`src/rtl/hpi_seq_pkg.sv`:
```
package hpi_seq_pkg;

    // Register select codes as {sel1, sel0}, placed on bus address bits [2:1]
    localparam logic [1:0] SEL_CTRL     = 2'b00;
    localparam logic [1:0] SEL_DATA_INC = 2'b01;
    localparam logic [1:0] SEL_ADDR     = 2'b10;

    typedef enum logic [1:0] {
        BC_IDLE,
        BC_SETUP,
        BC_STROBE,
        BC_HOLD
    } bc_state_e;

    typedef enum logic [2:0] {
        PH_IDLE,
        PH_CTRL_HI,
        PH_ADDR_HI,
        PH_CTRL_LO,
        PH_ADDR_LO,
        PH_DATA_WAIT,
        PH_DATA_BUS,
        PH_DONE
    } ph_state_e;

endpackage

```
`src/rtl/hpi_bus_cycle.sv`:
```
module hpi_bus_cycle
    import hpi_seq_pkg::*;
#(
    parameter int DATA_W = 16,
    parameter int TIME_W = 4
) (
    input  logic              clk,
    input  logic              rst_n,
    input  logic              go_i,
    input  logic [1:0]        sel_i,
    input  logic [DATA_W-1:0] wdata_i,
    input  logic [TIME_W-1:0] setup_cyc_i,
    input  logic [TIME_W-1:0] pulse_cyc_i,
    output logic [2:0]        bus_addr_o,
    output logic [DATA_W-1:0] bus_data_o,
    output logic              cs_n_o,
    output logic              we_n_o,
    output logic              idle_o,
    output logic              cyc_done_o
);

    localparam logic [TIME_W-1:0] ONE = TIME_W'(1);

    bc_state_e         state_q, state_d;
    logic [TIME_W-1:0] cnt_q, cnt_d;
    logic [2:0]        addr_q, addr_d;
    logic [DATA_W-1:0] data_q, data_d;
    logic [TIME_W-1:0] eff_setup, eff_pulse;

    assign eff_setup = (setup_cyc_i == '0) ? ONE : setup_cyc_i;
    assign eff_pulse = (pulse_cyc_i == '0) ? ONE : pulse_cyc_i;

    // Next-state logic
    always_comb begin
        state_d = state_q;
        cnt_d   = cnt_q;
        addr_d  = addr_q;
        data_d  = data_q;
        unique case (state_q)
            BC_IDLE: begin
                if (go_i) begin
                    state_d = BC_SETUP;
                    cnt_d   = eff_setup;
                    addr_d  = {sel_i, 1'b0};
                    data_d  = wdata_i;
                end
            end
            BC_SETUP: begin
                if (cnt_q == ONE) begin
                    state_d = BC_STROBE;
                    cnt_d   = eff_pulse;
                end else begin
                    cnt_d = cnt_q - ONE;
                end
            end
            BC_STROBE: begin
                if (cnt_q == ONE) state_d = BC_HOLD;
                else              cnt_d   = cnt_q - ONE;
            end
            BC_HOLD: state_d = BC_IDLE;
            default: state_d = BC_IDLE;
        endcase
    end

    // State register
    always_ff @(posedge clk or negedge rst_n) begin
        if (!rst_n) begin
            state_q <= BC_IDLE;
            cnt_q   <= '0;
            addr_q  <= '0;
            data_q  <= '0;
        end else begin
            state_q <= state_d;
            cnt_q   <= cnt_d;
            addr_q  <= addr_d;
            data_q  <= data_d;
        end
    end

    // Outputs
    always_comb begin
        bus_addr_o = addr_q;
        bus_data_o = data_q;
        cs_n_o     = (state_q != BC_STROBE);
        we_n_o     = (state_q != BC_STROBE);
        idle_o     = (state_q == BC_IDLE);
        cyc_done_o = (state_q == BC_HOLD);
    end

    // Checker counters for the timing windows
    logic [TIME_W-1:0] setup_run_q, strobe_run_q;
    always_ff @(posedge clk or negedge rst_n) begin
        if (!rst_n) begin
            setup_run_q  <= '0;
            strobe_run_q <= '0;
        end else begin
            if (state_q == BC_SETUP)       setup_run_q <= setup_run_q + ONE;
            else if (state_q == BC_IDLE)   setup_run_q <= '0;
            if (state_q == BC_STROBE)      strobe_run_q <= strobe_run_q + ONE;
            else if (state_q == BC_SETUP)  strobe_run_q <= '0;
        end
    end

    assert_setup_len_R6: assert property (@(posedge clk) disable iff (!rst_n)
        (state_q == BC_STROBE && $past(state_q) == BC_SETUP) |-> (setup_run_q == eff_setup));

    assert_pulse_len_R7: assert property (@(posedge clk) disable iff (!rst_n)
        (state_q == BC_HOLD) |-> (strobe_run_q == eff_pulse));

    assert_strobe_stable_R7: assert property (@(posedge clk) disable iff (!rst_n)
        (!we_n_o && $past(!we_n_o)) |-> ($stable(bus_addr_o) && $stable(bus_data_o)));

    assert_hold_stable_R8: assert property (@(posedge clk) disable iff (!rst_n)
        $rose(we_n_o) |-> ($stable(bus_addr_o) && $stable(bus_data_o) && cs_n_o));

endmodule

```
`src/rtl/hpi_phase_seq.sv`:
```
module hpi_phase_seq
    import hpi_seq_pkg::*;
#(
    parameter int DATA_W = 16,
    parameter int ADDR_W = 32,
    parameter int CNT_W  = 16,
    parameter int TIME_W = 4
) (
    input  logic              clk,
    input  logic              rst_n,
    input  logic              start_i,
    input  logic [ADDR_W-1:0] start_addr_i,
    input  logic [CNT_W-1:0]  start_count_i,
    input  logic [DATA_W-1:0] ctrl_word_i,
    input  logic [TIME_W-1:0] setup_cyc_i,
    input  logic [TIME_W-1:0] pulse_cyc_i,
    input  logic [DATA_W-1:0] in_data_i,
    input  logic              in_valid_i,
    output logic              in_ready_o,
    output logic              busy_o,
    output logic              done_o,
    input  logic              eng_idle_i,
    input  logic              eng_done_i,
    output logic              go_o,
    output logic [1:0]        sel_o,
    output logic [DATA_W-1:0] wdata_o,
    output logic [TIME_W-1:0] setup_o,
    output logic [TIME_W-1:0] pulse_o
);

    localparam int HALF_W = ADDR_W / 2;
    localparam logic [CNT_W-1:0] CNT_ONE = CNT_W'(1);

    ph_state_e         state_q, state_d;
    logic [ADDR_W-1:0] addr_q;
    logic [DATA_W-1:0] ctrl_q;
    logic [TIME_W-1:0] setup_q, pulse_q;
    logic [CNT_W-1:0]  remain_q;
    logic              accept;

    assign accept = start_i && (state_q == PH_IDLE) && (start_count_i != '0);

    // Next-state logic
    always_comb begin
        state_d = state_q;
        unique case (state_q)
            PH_IDLE:      if (accept)     state_d = PH_CTRL_HI;
            PH_CTRL_HI:   if (eng_done_i) state_d = PH_ADDR_HI;
            PH_ADDR_HI:   if (eng_done_i) state_d = PH_CTRL_LO;
            PH_CTRL_LO:   if (eng_done_i) state_d = PH_ADDR_LO;
            PH_ADDR_LO:   if (eng_done_i) state_d = PH_DATA_WAIT;
            PH_DATA_WAIT: if (in_valid_i && eng_idle_i) state_d = PH_DATA_BUS;
            PH_DATA_BUS: begin
                if (eng_done_i) state_d = (remain_q == CNT_ONE) ? PH_DONE : PH_DATA_WAIT;
            end
            PH_DONE:      state_d = PH_IDLE;
            default:      state_d = PH_IDLE;
        endcase
    end

    // State and command registers
    always_ff @(posedge clk or negedge rst_n) begin
        if (!rst_n) begin
            state_q  <= PH_IDLE;
            addr_q   <= '0;
            ctrl_q   <= '0;
            setup_q  <= '0;
            pulse_q  <= '0;
            remain_q <= '0;
        end else begin
            state_q <= state_d;
            if (accept) begin
                addr_q   <= start_addr_i;
                ctrl_q   <= ctrl_word_i;
                setup_q  <= setup_cyc_i;
                pulse_q  <= pulse_cyc_i;
                remain_q <= start_count_i;
            end else if (state_q == PH_DATA_BUS && eng_done_i) begin
                remain_q <= remain_q - CNT_ONE;
            end
        end
    end

    // Outputs
    always_comb begin
        go_o       = 1'b0;
        sel_o      = SEL_CTRL;
        wdata_o    = ctrl_q;
        in_ready_o = 1'b0;
        unique case (state_q)
            PH_CTRL_HI, PH_CTRL_LO: begin
                go_o    = eng_idle_i;
                sel_o   = SEL_CTRL;
                wdata_o = ctrl_q;
            end
            PH_ADDR_HI: begin
                go_o    = eng_idle_i;
                sel_o   = SEL_ADDR;
                wdata_o = addr_q[ADDR_W-1:HALF_W];
            end
            PH_ADDR_LO: begin
                go_o    = eng_idle_i;
                sel_o   = SEL_ADDR;
                wdata_o = addr_q[HALF_W-1:0];
            end
            PH_DATA_WAIT: begin
                in_ready_o = eng_idle_i;
                go_o       = eng_idle_i && in_valid_i;
                sel_o      = SEL_DATA_INC;
                wdata_o    = in_data_i;
            end
            default: ;
        endcase
        busy_o  = (state_q != PH_IDLE);
        done_o  = (state_q == PH_DONE);
        setup_o = setup_q;
        pulse_o = pulse_q;
    end

    assert_done_count_R9: assert property (@(posedge clk) disable iff (!rst_n)
        done_o |-> (remain_q == '0));

    assert_handshake_write_R12: assert property (@(posedge clk) disable iff (!rst_n)
        (in_valid_i && in_ready_o) |=> !eng_idle_i);

    assert_busy_start_R10: assert property (@(posedge clk) disable iff (!rst_n)
        (start_i && busy_o && state_q != PH_DONE) |=> (busy_o && $stable(remain_q) || eng_done_i));

endmodule

```
`src/rtl/hpi_write_seq.sv`:
```
module hpi_write_seq #(
    parameter int DATA_W = 16,
    parameter int ADDR_W = 32,
    parameter int CNT_W  = 16,
    parameter int TIME_W = 4
) (
    input  logic              clk,
    input  logic              rst_n,
    input  logic              start_i,
    input  logic [ADDR_W-1:0] start_addr_i,
    input  logic [CNT_W-1:0]  start_count_i,
    input  logic [DATA_W-1:0] ctrl_word_i,
    input  logic [TIME_W-1:0] setup_cyc_i,
    input  logic [TIME_W-1:0] pulse_cyc_i,
    input  logic [DATA_W-1:0] in_data_i,
    input  logic              in_valid_i,
    output logic              in_ready_o,
    output logic              busy_o,
    output logic              done_o,
    output logic [2:0]        bus_addr_o,
    output logic [DATA_W-1:0] bus_data_o,
    output logic              cs_n_o,
    output logic              we_n_o
);

    logic              eng_idle, eng_done, go;
    logic [1:0]        sel;
    logic [DATA_W-1:0] wdata;
    logic [TIME_W-1:0] setup_l, pulse_l;

    hpi_phase_seq #(
        .DATA_W (DATA_W),
        .ADDR_W (ADDR_W),
        .CNT_W  (CNT_W),
        .TIME_W (TIME_W)
    ) i_phase (
        .clk           (clk),
        .rst_n         (rst_n),
        .start_i       (start_i),
        .start_addr_i  (start_addr_i),
        .start_count_i (start_count_i),
        .ctrl_word_i   (ctrl_word_i),
        .setup_cyc_i   (setup_cyc_i),
        .pulse_cyc_i   (pulse_cyc_i),
        .in_data_i     (in_data_i),
        .in_valid_i    (in_valid_i),
        .in_ready_o    (in_ready_o),
        .busy_o        (busy_o),
        .done_o        (done_o),
        .eng_idle_i    (eng_idle),
        .eng_done_i    (eng_done),
        .go_o          (go),
        .sel_o         (sel),
        .wdata_o       (wdata),
        .setup_o       (setup_l),
        .pulse_o       (pulse_l)
    );

    hpi_bus_cycle #(
        .DATA_W (DATA_W),
        .TIME_W (TIME_W)
    ) i_cycle (
        .clk         (clk),
        .rst_n       (rst_n),
        .go_i        (go),
        .sel_i       (sel),
        .wdata_i     (wdata),
        .setup_cyc_i (setup_l),
        .pulse_cyc_i (pulse_l),
        .bus_addr_o  (bus_addr_o),
        .bus_data_o  (bus_data_o),
        .cs_n_o      (cs_n_o),
        .we_n_o      (we_n_o),
        .idle_o      (eng_idle),
        .cyc_done_o  (eng_done)
    );

endmodule

```
`config.mk`:
```
export PLATFORM = sky130hd
export DESIGN_NAME = hpi_write_seq
export DESIGN_NICKNAME = d
export VERILOG_FILES = /design/src/rtl/hpi_seq_pkg.sv /design/src/rtl/hpi_bus_cycle.sv /design/src/rtl/hpi_phase_seq.sv /design/src/rtl/hpi_write_seq.sv
export SDC_FILE = /design/constraint.sdc
export NUM_CORES = 1
export LEC_CHECK = 0
export BUFFER_PORTS_ARGS = -buffer_cell sky130_fd_sc_hd__buf_2
export CAP_MARGIN = 30
export CORE_AREA = 2 2 86 109
export CTS_BUF_LIST = sky130_fd_sc_hd__clkbuf_2 sky130_fd_sc_hd__clkbuf_4 sky130_fd_sc_hd__clkbuf_8
export DETAILED_ROUTE_END_ITERATION = 16
export DIE_AREA = 0 0 88 111
export GPL_ROUTABILITY_DRIVEN = 0
export MAX_ROUTING_LAYER = met4
export PLACE_DENSITY = 0.87
export SYNTH_ARGS = -nofsm -noshare
export SYNTH_HDL_FRONTEND = slang
export SYNTH_HIERARCHICAL = 1
export SYNTH_SLANG_ARGS = --single-unit
```
`constraint.sdc`:
```
create_clock -name clk -period 3.9 [get_ports clk]
set_input_delay 0.78 -clock clk [delete_from_list [all_inputs] [get_ports clk]]
set_output_delay 0.78 -clock clk [all_outputs]
set_load 0.02 [all_outputs]
```
# Word-level counts from Yosys, hierarchy flattened

Cells that the tools add are included.

Flip-flop bits (word level): 99

Eq/ne operators: 24
Multiplexer cells: 25
Add/subtract/negate cells: 2
Reductions and logical operators: 18

Operators by type and width:

| operator                | number |
|---|---|
| $pmux W16 S3            | 1 |
| $mux W16                | 2 |
| $pmux W3 S8             | 1 |
| $mux W3                 | 7 |
| $mux W4                 | 5 |
| $ne A2 B1 Y1 const B    | 9 |
| $eq A16 B1 Y1 const B   | 1 |
| $reduce_bool A16 Y1     | 1 |
| $sub A16 B1 Y16 const B | 1 |
| $eq A3 B3 Y1 const B    | 4 |
| $pmux W4 S3             | 1 |
| $logic_not A4 Y1        | 2 |
| $mux W2                 | 4 |
| $pmux W2 S4             | 1 |
| $reduce_and A7 Y1       | 1 |
| $eq A3 B2 Y1 const B    | 2 |
| $ne A2 B2 Y1 const B    | 3 |
| $reduce_and A3 Y1       | 2 |
| $reduce_bool A3 Y1      | 2 |
| $eq A2 B2 Y1 const B    | 2 |
| $eq A4 B1 Y1 const B    | 1 |
| $logic_and A1 B1 Y1     | 4 |
| $pmux W2 S2             | 1 |
| $reduce_or A4 Y1        | 1 |
| 10 further kinds        | 10 |

# Depth between registers and ports, before layout

Depth after elaboration: 5
Mapped depth: 8
Mapped depth without buffers: 7

# Cells and area by module

The synthesis kept the hierarchy.

Modules (own cells, without submodules):

| module        | area an instance (sq um) | cells each | instances |
|---|---|---|---|
| hpi_phase_seq | 3993.8                   | 488        | 1 |
| hpi_bus_cycle | 1228.7                   | 107        | 1 |

# Least setup slack after synthesis

OpenSTA, ideal clock, no wires.

Path type: flip-flop to flip-flop
Start point: register i_phase.state_q[2]
End point: register i_cycle.addr_q[2], in the netlist i_cycle/bus_addr_o[2]
Clock period less this slack: 2.065 ns
Stages on the path, launching flop included: 8
Buffers on the path: 2
Path slack: 1.835 ns
Arrival time: 1.941 ns
Data required time: 3.775 ns
Path through: dfrtp_1 buf_2 nor3_1 inv_1 and3_1 nand2_1 buf_2 mux2_2

Cells in the longest elaborated chain, start to end: 4
Elaborated cells on any way between the ends: 10
Those cells by class: eq/ne: 5; mux: 2; reduce/logical: 3

RTL lines:

| what                                       | line                | text |
|---|---|---|
| start, declared                            | hpi_phase_seq.sv:34 | `ph_state_e state_q, state_d;` |
| start signal, assigned                     | hpi_phase_seq.sv:71 | `state_q <= state_d;` |
| $eq A3 B1 Y1, or another cell as far along | hpi_phase_seq.sv:90 | `unique case (state_q)` |
| $reduce_or A4 Y1 (no line)                 | n/a                 |  |
| $pmux W1 S2 (*)                            | hpi_phase_seq.sv:90 |  |
| via go                                     | hpi_write_seq.sv:26 | `logic eng_idle, eng_done, go;` |
| $reduce_and A2 Y1 (no line) (*)            | n/a                 |  |
| end signal, assigned                       | hpi_bus_cycle.sv:75 | `addr_q <= addr_d;` |
| end, declared                              | hpi_bus_cycle.sv:26 | `logic [2:0] addr_q, addr_d;` |

The timed path passes the listed nets; every way through them passes the cells marked *.
A chain may end at the register's enable or synchronous reset.

# Final worst setup path

Start point: register i_phase.state_q[0]
End point: register i_cycle.data_q[5], in the netlist i_cycle/bus_data_o[5]

Elaborated cells on any way between the ends: 9
Those cells by class: eq/ne: 5; mux: 2; reduce/logical: 2

RTL lines:

| what                                         | line                | text |
|---|---|---|
| $eq A3 B3 Y1 or $eq A3 B2 Y1 (tied branches) | hpi_phase_seq.sv:90 |  |
| $pmux W16 S3 (*)                             | hpi_phase_seq.sv:90 |  |
| via wdata[5]                                 | hpi_write_seq.sv:28 | `logic [DATA_W-1:0] wdata;` |
| end signal, assigned                         | hpi_bus_cycle.sv:76 | `data_q <= data_d;` |
| end, declared                                | hpi_bus_cycle.sv:27 | `logic [DATA_W-1:0] data_q, data_d;` |

Marks and branches as above.

==> impl_metrics.tcl <==
set metrics [dict create \
    outcome "completed" \
    cts_tree "yes" \
    netlist_top_cells_area "dfrtp_1 47%, nand2_1 16%, mux2i_1 6.3%" \
    worst_pin_slew_ps 879.0 \
    die_y_um 111 \
    syn_avg_cell_area_um2 8.777 \
    setup_violations 0 \
    maxSlewHeadroom 0.4126 \
    synth_cell_types 60 \
    synth_xor_xnor_area_share 0.008385 \
    max-vdd-ir-drop_v 0.0004230 \
    fin_nets 793 \
    area_delta_synth_final_pct 16.75 \
    synth_top_family_by_area "simple AND/OR/NAND/NOR gates" \
    cellPowerDensity_nw_per_um2 814.0 \
    worst-setup-path-type "flip-flop to flip-flop" \
    muxShareOfSynthArea 0.1021 \
    grt_pass1_wl_um 20680 \
    start_kind "flip-flop" \
    ys_seq_area_frac 0.4744 \
    route.detailed.drc 0 \
    crit_required_ps 4160 \
    yosysMostFrequentCell "nand2_1" \
    cp_common_cell "buf_4" \
    vias 4568 \
    power.total_mw 4.963 \
    crit_arrival_ps 2740 \
    final_area_um2 6097 \
    core_area_um2 8832 \
    synth_fa_ha_area_frac 0.02108 \
    cts_buffers 9 \
    diodes 0 \
    yosysWarningCount 6 \
    slew_violations 0 \
    end_kind "flip-flop" \
    synthesis.nets 695 \
    grt.total_usage 0.2749 \
    initial_utilization 0.5913 \
    root_buffer "clkbuf_8" \
    crit_fanout 30 \
    synth-edff-count 0 \
    cts_resized 0 \
    ys.flop_type "dfrtp_1" \
    holdCritPathClass "primary input to async pin" \
    port_buffers 114 \
    clk_latency_ps 370 \
    async_flop_share 1.000 \
    power.leakage_nw 3.134 \
    dp.cells 804 \
    overflow 0 \
    postRouteAntennaNets 0 \
    worst_slack_ps 1418 \
    yosys.area.top_type "dfrtp_1" \
    synth_top_area_frac 0.4744 \
    synth_commonest_cells "226 x nand2_1, 99 x dfrtp_1, 45 x o21ai_0" \
    fmax_mhz 402.8 \
    rsz0062_at_grt "false" \
    cts.clk_slew.worst_paths_ps 90 \
    clockBufferDepth 2 \
    synth_compound_area_frac 0.09679 \
    ios 116 \
    r2r_start "i_phase/state_q[0]" \
    via_per_inst 5.564 \
    firstDrtPassIters 4 \
    drv_cap 0 \
    min_period_ps 2482 \
    antenna_found_initial 0 \
    clock-sinks 99 \
    final_util 0.6903 \
    grt_start_max_net_pins 79 \
    wl_per_cell_um 15.24 \
    rows 39 \
    grt_pass1_vias 4515 \
    design.die.area_um2 9768 \
    reg2regPathDepth 6 \
    dp_hpwl_um 8656 \
    fill_cells 701 \
    clock_skew_ps 5.990 \
    post_cts_buffers 0 \
    wl_um 12520 \
    synthesis.area_um2 5223 \
    slowest_delay_ps 710 \
    drive_gt1_frac 0.2464 \
    pre_cts_ws_ps 1215 \
    reg2reg_slack_ps 1420 \
    placed_area_um2 5838 \
    hold_buffers 0 \
    crit_slowest_cell "nand2b_1" \
    holdWs_ps 219.8 \
    h-tree-depth 3 \
    final_cell_count_no_fill 821 \
    worstPathCellList "buf_4 -> nand2b_1 -> buf_4 -> mux2i_1 -> o21ai_0 -> mux2_2" \
    synthCells 595 \
    rr_endpoint "i_cycle/bus_data_o[5]" \
    period_share 0.6365 \
    synth-simple-area-share 0.2547 \
    ys_ff_latch 99 \
    die_w_um 88 \
    startpoint "i_phase/state_q[0]" \
    hold_violations 0 \
    drt_iter0_drc 303 \
    setup_tns_ps 0 \
]
-- layer usage --
metal | up-vias | share of wire | GRT usage
met5 | - | 0 | -
met4 | 0 | 0.022 | 0.09641
met3 | 23 | 0.055 | 0.04914
met2 | 156 | 0.51 | 0.4449
met1 | 2198 | 0.41 | 0.3454
li1 | 2191 | - | -
-- where the power goes --
group	switching (mW)	internal [mW]	leakage (nW)	total [mW]
Combinational	1.39	0.942	1.78	2.33
Clock	0.350	0.403	0.116	0.753
Sequential	0.370	1.51	1.24	1.88
-- logic make-up (layout without fill, tap and decap cells) --
group                    Yosys count  count (layout)
AND/OR/NAND/NOR                  300             300
flip-flops                        99              99
AO/OA/AOI/OAI                     83              83
multiplexers                      51              51
buffers and inverters             47             150
adder cells (fa/ha/maj)            9               9
XOR/XNOR                           5               5
other                              1               1
-- how the worst max path moves through the flow --
stage,end,depth (start not counted)
5_1_grt,i_cycle/bus_data_o[13],6
3_3_place_gp,i_phase/remain_q[15],7
6_report,i_cycle/bus_data_o[5],6
4_1_cts,i_cycle/bus_data_o[5],6
3_5_place_dp,i_phase/remain_q[11],7
2_1_floorplan,i_cycle/bus_addr_o[2],7
-- worst max-delay path, delay by kind of cell (launching register included) --
family	cells	cell delay (ps)
flip-flops	1	360
AND/OR/NAND/NOR	1	710
buffers and inverters	2	700
AO/OA/AOI/OAI	1	110
multiplexers	2	480
-- state kept, by name, summed over array words and instances (netlist names) --
register / cells
i_cycle/bus_addr_o: 2
i_cycle/bus_data_o: 16
i_cycle/cnt_q: 4
i_cycle/state_q: 2
i_phase/addr_q: 32
i_phase/ctrl_q: 16
i_phase/pulse_o: 4
i_phase/remain_q: 16
i_phase/setup_o: 4
i_phase/state_q: 3
-- cell usage in the layout (no fill, tap or decap), drive strengths merged, types with 2 or more instances in the layout --
master,count
a211oi,3
nand2,227
nand3,12
xnor2,4
ha,8
buf,123
inv,11
a211o,2
o211ai,6
nor2b,2
clkbuf,12
nor4b,2
a21oi,6
bufinv,2
or4,2
o22ai,3
mux2,18
mux2i,33
dfrtp,99
nor2,14
a22oi,2
nor4,12
o21ai,51
nand4b,3
or3b,2
and3,3
o31ai,2
nor3,12
-- layout make-up --
cell class	count	area, um2	area share
inverters	11	41.29	0.006772
clock inverters	4	72.57	0.01190
multi-input cells	449	2532	0.4153
repair buffers	123	660.6	0.1084
clock buffers	12	158.9	0.02606
well taps	123	153.9	0.02524
flip-flops and latches	99	2477	0.4063
No activity file was read; power rests on OpenSTA's default activity.
